[config.mk]
export PLATFORM = sky130hd
export DESIGN_NAME = irq_gate
export DESIGN_NICKNAME = d
export VERILOG_FILES = /design/src/rtl/irq_gate_pkg.sv /design/src/rtl/irq_flag_bank.sv /design/src/rtl/irq_ctl_state.sv /design/src/rtl/irq_prio_enc.sv /design/src/rtl/irq_gate.sv
export SDC_FILE = /design/constraint.sdc
export NUM_CORES = 1
export LEC_CHECK = 0
export BUFFER_PORTS_ARGS = -buffer_cell sky130_fd_sc_hd__buf_2
export CAP_MARGIN = 5
export CORE_MARGIN = 1
export CORE_UTILIZATION = 44
export CTS_CLUSTER_SIZE = 40
export DETAILED_ROUTE_END_ITERATION = 6
export PLACE_DENSITY = 0.83
export SETUP_SLACK_MARGIN = 0.15
export SLEW_MARGIN = 20
export SYNTH_ARGS = -nofsm -noshare
export SYNTH_HDL_FRONTEND = slang
export SYNTH_SLANG_ARGS = --single-unit
[constraint.sdc]
create_clock -name clk -period 1.6 [get_ports clk]
set_input_delay 0.24 -clock clk [delete_from_list [all_inputs] [get_ports clk]]
set_output_delay 0.24 -clock clk [all_outputs]
set_load 0.05 [all_outputs]
[src/rtl/irq_gate_pkg.sv]
package irq_gate_pkg;

    // Source of the next in-service value, in order of precedence.
    typedef enum logic [1:0] {
        INS_HOLD  = 2'd0,
        INS_ENTER = 2'd1,
        INS_EXIT  = 2'd2,
        INS_SW    = 2'd3
    } ins_cause_e;

    function automatic ins_cause_e pick_cause(logic take, logic ret, logic swe);
        if (take)      return INS_ENTER;
        else if (ret)  return INS_EXIT;
        else if (swe)  return INS_SW;
        return INS_HOLD;
    endfunction

endpackage

[src/rtl/irq_flag_bank.sv]
module irq_flag_bank #(
    parameter int N_SRC = 8
) (
    input  logic             clk,
    input  logic             rst_n,
    input  logic [N_SRC-1:0] set_i,
    input  logic [N_SRC-1:0] clr_i,
    output logic [N_SRC-1:0] flag_o
);

    typedef struct packed {
        logic [N_SRC-1:0] flag;
    } bank_t;

    bank_t st_d, st_q;

    always_comb begin
        st_d = st_q;
        for (int i = 0; i < N_SRC; i++) begin
            if (set_i[i])
                st_d.flag[i] = 1'b1;
            else if (clr_i[i])
                st_d.flag[i] = 1'b0;
        end
    end

    always_ff @(posedge clk or negedge rst_n) begin
        if (!rst_n)
            st_q <= '0;
        else
            st_q <= st_d;
    end

    assign flag_o = st_q.flag;

endmodule

[src/rtl/irq_ctl_state.sv]
module irq_ctl_state
    import irq_gate_pkg::*;
#(
    parameter int N_SRC = 8
) (
    input  logic             clk,
    input  logic             rst_n,
    input  logic             mask_we,
    input  logic [N_SRC-1:0] mask_wdata,
    input  logic             insvc_we,
    input  logic             insvc_wdata,
    input  logic             vec_take,
    input  logic             reti,
    output logic [N_SRC-1:0] mask_o,
    output logic             insvc_o
);

    typedef struct packed {
        logic [N_SRC-1:0] mask;
        logic             insvc;
    } ctl_t;

    ctl_t       st_d, st_q;
    ins_cause_e cause;

    always_comb begin
        st_d  = st_q;
        cause = pick_cause(vec_take, reti, insvc_we);
        if (mask_we)
            st_d.mask = mask_wdata;
        case (cause)
            INS_ENTER: st_d.insvc = 1'b1;
            INS_EXIT:  st_d.insvc = 1'b0;
            INS_SW:    st_d.insvc = insvc_wdata;
            default:   st_d.insvc = st_q.insvc;
        endcase
    end

    always_ff @(posedge clk or negedge rst_n) begin
        if (!rst_n) begin
            st_q.mask  <= '1;
            st_q.insvc <= 1'b0;
        end else begin
            st_q <= st_d;
        end
    end

    assign mask_o  = st_q.mask;
    assign insvc_o = st_q.insvc;

endmodule

[src/rtl/irq_prio_enc.sv]
module irq_prio_enc #(
    parameter int N_SRC = 8,
    localparam int IDX_W = (N_SRC > 1) ? $clog2(N_SRC) : 1
) (
    input  logic [N_SRC-1:0] pend_i,
    output logic [IDX_W-1:0] idx_o,
    output logic             vld_o
);

    // Walk from the lowest-ranked source upward so index 0 wins last.
    always_comb begin
        idx_o = '0;
        vld_o = 1'b0;
        for (int i = N_SRC - 1; i >= 0; i--) begin
            if (pend_i[i]) begin
                idx_o = IDX_W'(i);
                vld_o = 1'b1;
            end
        end
    end

endmodule

[src/rtl/irq_gate.sv]
module irq_gate #(
    parameter int N_SRC = 8,
    localparam int IDX_W = (N_SRC > 1) ? $clog2(N_SRC) : 1
) (
    input  logic             clk,
    input  logic             rst_n,
    input  logic [N_SRC-1:0] src_evt,
    input  logic [N_SRC-1:0] flag_clr,
    input  logic             mask_we,
    input  logic [N_SRC-1:0] mask_wdata,
    input  logic             insvc_we,
    input  logic             insvc_wdata,
    input  logic             vec_take,
    input  logic             reti,
    output logic             irq_req,
    output logic [N_SRC-1:0] flag_q,
    output logic [N_SRC-1:0] mask_q,
    output logic             insvc_q,
    output logic [IDX_W-1:0] prio_idx,
    output logic             prio_vld
);

    typedef struct packed {
        logic req;
    } top_t;

    top_t             st_d, st_q;
    logic [N_SRC-1:0] qual;

    irq_flag_bank #(.N_SRC(N_SRC)) flags_i (
        .clk    (clk),
        .rst_n  (rst_n),
        .set_i  (src_evt),
        .clr_i  (flag_clr),
        .flag_o (flag_q)
    );

    irq_ctl_state #(.N_SRC(N_SRC)) ctl_i (
        .clk         (clk),
        .rst_n       (rst_n),
        .mask_we     (mask_we),
        .mask_wdata  (mask_wdata),
        .insvc_we    (insvc_we),
        .insvc_wdata (insvc_wdata),
        .vec_take    (vec_take),
        .reti        (reti),
        .mask_o      (mask_q),
        .insvc_o     (insvc_q)
    );

    assign qual = flag_q & mask_q;

    irq_prio_enc #(.N_SRC(N_SRC)) prio_i (
        .pend_i (qual),
        .idx_o  (prio_idx),
        .vld_o  (prio_vld)
    );

    always_comb begin
        st_d     = st_q;
        st_d.req = (|qual) && !insvc_q;
    end

    always_ff @(posedge clk or negedge rst_n) begin
        if (!rst_n)
            st_q <= '0;
        else
            st_q <= st_d;
    end

    assign irq_req = st_q.req;

endmodule


### After elaboration in Yosys (flattened, before gate mapping)

Index checks and enable logic that the tools add are counted.

| cells by class | value |
|---|---|
| mux-type cells | 40 |
| reductions and logical operators | 12 |
| equal/unequal tests | 3 |
| bitwise gates (word level) | 1 |

Operators with widths:

| cell | count |
|---|---|
| 1-bit two-way mux | 27 |
| 3-bit two-way mux | 8 |
| 2-bit nonzero test | 8 |
| 8-bit AND | 1 |
| 2-bit two-way mux | 4 |
| 8-bit OR reduction | 1 |
| 2-bit equality test (second input constant) | 2 |
| 1-bit case mux with 3 select lines | 1 |
| 3-bit nonzero test | 1 |
| 2-bit by 1-bit equality test with 1-bit output (second input constant) | 1 |
| 1-bit logical AND | 1 |
| 1-bit logical NOT | 1 |

| storage, ports and cells | value |
|---|---|
| word-level logic and storage cells | 67 |
| input port bits | 31 |
| output and inout port bits | 22 |
| register bits | 18 |

### Logic depth before layout (Yosys ltp)

| logic depth | value |
|---|---|
| depth after elaboration | 9 |
| mapped depth | 3 |
| depth with buffers taken out | 3 |

### Hierarchy

A second synthesis with hierarchy kept.

| unflattened totals | value |
|---|---|
| cells, all modules | 70 |
| area total of the unflattened synthesis | 860.8 um2 |

By module, submodules not included:

| module | cells each | area each (um2) | times used |
|---|---|---|---|
| irq_ctl_state | 20 | 384.1 | 1 |
| irq_flag_bank | 24 | 290.3 | 1 |
| irq_gate | 13 | 106.4 | 1 |
| irq_prio_enc | 13 | 80.1 | 1 |

### Least setup slack after synthesis

OpenSTA, ideal clock, no wires.

| path | value |
|---|---|
| kind | register to output |
| start point | register flags_i.st_q, in the netlist flags_i.flag_o[2] |
| end point | output port prio_idx[0] |
| required time | 1360 ps |
| buffers on the path | 0 |
| setup slack | -336 ps |
| arrival | 1696 ps |
| stages on the path, launching flop included | 4 |
| cell sequence | dfrtp_1 > a22oi_2 > nand2_1 > o21ai_1 |

| between the ends | value |
|---|---|
| cells in the longest elaborated chain, start to end | 4 |

Ends and longest elaborated chain:

| what | line | source |
|---|---|---|
| from (decl) | irq_flag_bank.sv:15 | `bank_t st_d, st_q;` |
| from (signal assigned) | irq_flag_bank.sv:31 | `st_q <= st_d;` |
| 8-bit AND | irq_gate.sv:51 | `assign qual = flag_q & mask_q;` |
| 3-bit two-way mux (3 in series) | irq_prio_enc.sv:15 | `if (pend_i[i]) begin` |
| to (decl) | irq_gate.sv:19 | `output logic [IDX_W-1:0] prio_idx,` |

Every way passes these cells.

### Worst setup path after layout

| path | value |
|---|---|
| start point | register flags_i.st_q, in the netlist flags_i.flag_o[5] |
| end point | output port prio_vld |

| between the ends | value |
|---|---|
| cells in the longest elaborated chain, start to end | 7 |

Ends and longest elaborated chain:

| what | line | source |
|---|---|---|
| 8-bit AND | irq_gate.sv:51 |  |
| 1-bit two-way mux (6 in series) | irq_prio_enc.sv:15 |  |
| to (decl) | irq_gate.sv:20 | `output logic prio_vld` |

Every way passes these cells.

==> impl_metrics.tcl <==
set metrics [dict create \
    numCtsBuffers 3 \
    vdd_drop_max_v 0.000655 \
    relSlewSlack_pct 74.3 \
    drc 0 \
    dp_hpwl_mm 1.58 \
    whs_ns 0.122 \
    cp-end-kind "primary output" \
    grt_start_max_net_pins 19 \
    initial_core_util_pct 47.4 \
    violations "negative setup slack" \
    crit_end "prio_vld" \
    cts_root_buf "clkbuf_4" \
    hp-class "in2reg" \
    wl_mm 2.15 \
    ys_seq_area_share_pct 56.3 \
    drv_cap 0 \
    multi_input_area_um2 373 \
    period_share_pct 110 \
    setup_viol 4 \
    dp_cells 142 \
    yosys-top-cells-count "dfrtp_1, dfstp_2, inv_1, mux2_2" \
    power_density_nw_per_um2 1020 \
    gp_congestion 0.718 \
    fmaxAchievable_mhz 570 \
    clock_latency_ns 0.29 \
    dr.pass1.iters 4 \
    r2r_setup_slack_ns 0.42 \
    power_leakage_uw 0.000655 \
    postPlaceCellArea_um2 1140 \
    worst_slack_ns -0.153 \
    fill_cells 128 \
    synth-edff-count 0 \
    syn_to_final_growth_pct 57.8 \
    synth_top_cell_area_share_pct 30.6 \
    nets 162 \
    synthCells 66 \
    grt_pass1_vias 742 \
    reg2reg_depth 3 \
    startpoint "flags_i.flag_o[5]$_DFFE_PN0P_" \
    required_ns 1.36 \
    outcome "complete, but fails checks" \
    worst_pin_slew_ns 0.385 \
    grt_usage_pct 22.9 \
    synthesis.nets 97 \
    num_antenna_cells 0 \
    worstSetupStartpointType "flip-flop" \
    grt_first_pass_wirelength_mm 3.28 \
    worstReg2RegEnd "irq_req$_DFF_PN0_" \
    synth_cell_types 21 \
    num_vias 760 \
    timing.rr.start "flags_i.flag_o[5]$_DFFE_PN0P_" \
    hold_viol_final 0 \
    finalMaxSlewViolations 0 \
    clock_skew_ns 0.00242 \
    avgSynthCellArea_um2 12.4 \
    ios 53 \
    final-seq-area_um2 467 \
    drt_iter0_drc 11 \
    num_rows 15 \
    synth_area_leaders "dfrtp_1, dfstp_2, mux2_2" \
    finish.instance_area_um2 1290 \
    detail_route.vias_per_cell 4.90 \
    ys_warn_count 0 \
    chipHeight_um 45.1 \
    drive_above_1_share_pct 73.8 \
    final_util_pct 74.8 \
    core-area_um2 1730 \
    stdcell_count 155 \
    antenna_found_initial 0 \
    synth.most_common_cell "dfrtp_1" \
    crit_path_max_fanout 3 \
    die_x_um 45.1 \
    clockBufferDepth 2 \
    min-delay-start "src_evt[3]" \
    h-tree-depth 1 \
    syn-cell-area_um2 818 \
    synth_seq_cells 18 \
    post-synth-top-area-cell "dfrtp_1" \
    ant_nets 0 \
    cts_tree "done" \
    synth_ff_type "dfrtp_1" \
    clkSlewWorstSetupHoldPaths_ns 0.10 \
    overflow 0 \
    wl_per_cell_um 13.9 \
    fin_crit_ns 1.75 \
    dieArea_um2 2040 \
    cts_sinks 18 \
    cp.arrival_ns 1.51 \
    io_buffers 52 \
    worstSetupPathType "reg2out" \
    rsz0062_at_grt "yes" \
    ys_async_sr_fraction_pct 100 \
]
per-layer routing:
layer | wire, um | global-route usage (%) | up-vias
met1 | 818 | 25.1 | 367
li1 | - | - | 358
met4 | 44 | 12.7 | 0
met5 | 0 | 0 | -
met3 | 102 | 2.80 | 6
met2 | 1190 | 42.3 | 29
layout by cell type (no fill, tap or decap), drive strengths merged:
cell type and instances:
nand2 7, mux2i 1, o21bai 1, a41oi 1, buf 60, a21o 8, nand4 1, nor2 2
clkbuf 4, o21ai 1, a32oi 2, nand3 1, inv 8, a22oi 2, mux2 8, nor2b 1
dfstp 8, and2 1, dlygate4sd3 1, a22o 1, a221oi 1, dfrtp 10
area by class of cell:
cell class | instances | area share (%)
Clock buffer | 4 | 2.81
Inverter | 8 | 2.33
Multi-Input combinational cell | 39 | 28.9
Sequential cell | 18 | 36.1
Tap cell | 25 | 2.42
Timing Repair Buffer | 61 | 27.4
how the worst min path moves through the flow:
| stage | to | slack (ns) | cells past startpoint |
|---|---|---|---|
| after floorplan | ctl_i.insvc_o$_DFFE_PN0P_ | -0.06 | 0 |
| after global placement | flags_i.flag_o[0]$_DFFE_PN0P_ | 0.18 | 1 |
| after CTS | flags_i.flag_o[3]$_DFFE_PN0P_ | 0.12 | 2 |
| after global routing | flags_i.flag_o[3]$_DFFE_PN0P_ | 0.11 | 2 |
| final | flags_i.flag_o[3]$_DFFE_PN0P_ | 0.12 | 2 |
| after detailed placement | flags_i.flag_o[0]$_DFFE_PN0P_ | 0.19 | 1 |
registers in the layout, indices dropped and copies added (netlist names):
signal	flops
ctl_i.insvc_o	1
ctl_i.mask_o	8
irq_req	1
flags_i.flag_o	8
worst max-delay path: stages (launching register included):
cell     delay (ns)
dfrtp_2        0.42
a22oi_2        0.26
nor2b_4        0.22
nand4_1        0.13
buf_6          0.18
power by group:
part	leakage, uW	switching, uW	internal, uW
clock	0.0000210	135	139
combinational	0.000445	315	178
sequential	0.000190	38.7	511
total	0.000655	488	827
repair_timing:
item / CTS / global route
hold endpoints to repair: 10 / 0
endpoints found under the setup margin: 4 / 4
buffers inserted: 8 / 0
hold buffers: 1 / 0
gates resized for setup: 11 / 0
pin swaps: 6 / 0
cells by family (layout without fill, tap and decap cells):
group           after synthesis  in the layout  synth area share [%]
buf+inv                       9             73                  4.28
mux                           9              9                  12.2
flops                        18             18                  56.3
compound gates               17             17                  19.3
simple gates                 13             13                  7.95
through the flow:
stage                     setup TNS (ns)  power (uW)  worst slack, ns
after floorplan                  -0.0723         868          -0.0723
after global placement                 0         974            0.127
after detailed placement               0         986            0.116
after CTS                         -0.465        1320           -0.127
after global routing              -0.697        1370           -0.185
final                             -0.525        1320           -0.153
Power figures use the tool's default switching activity.
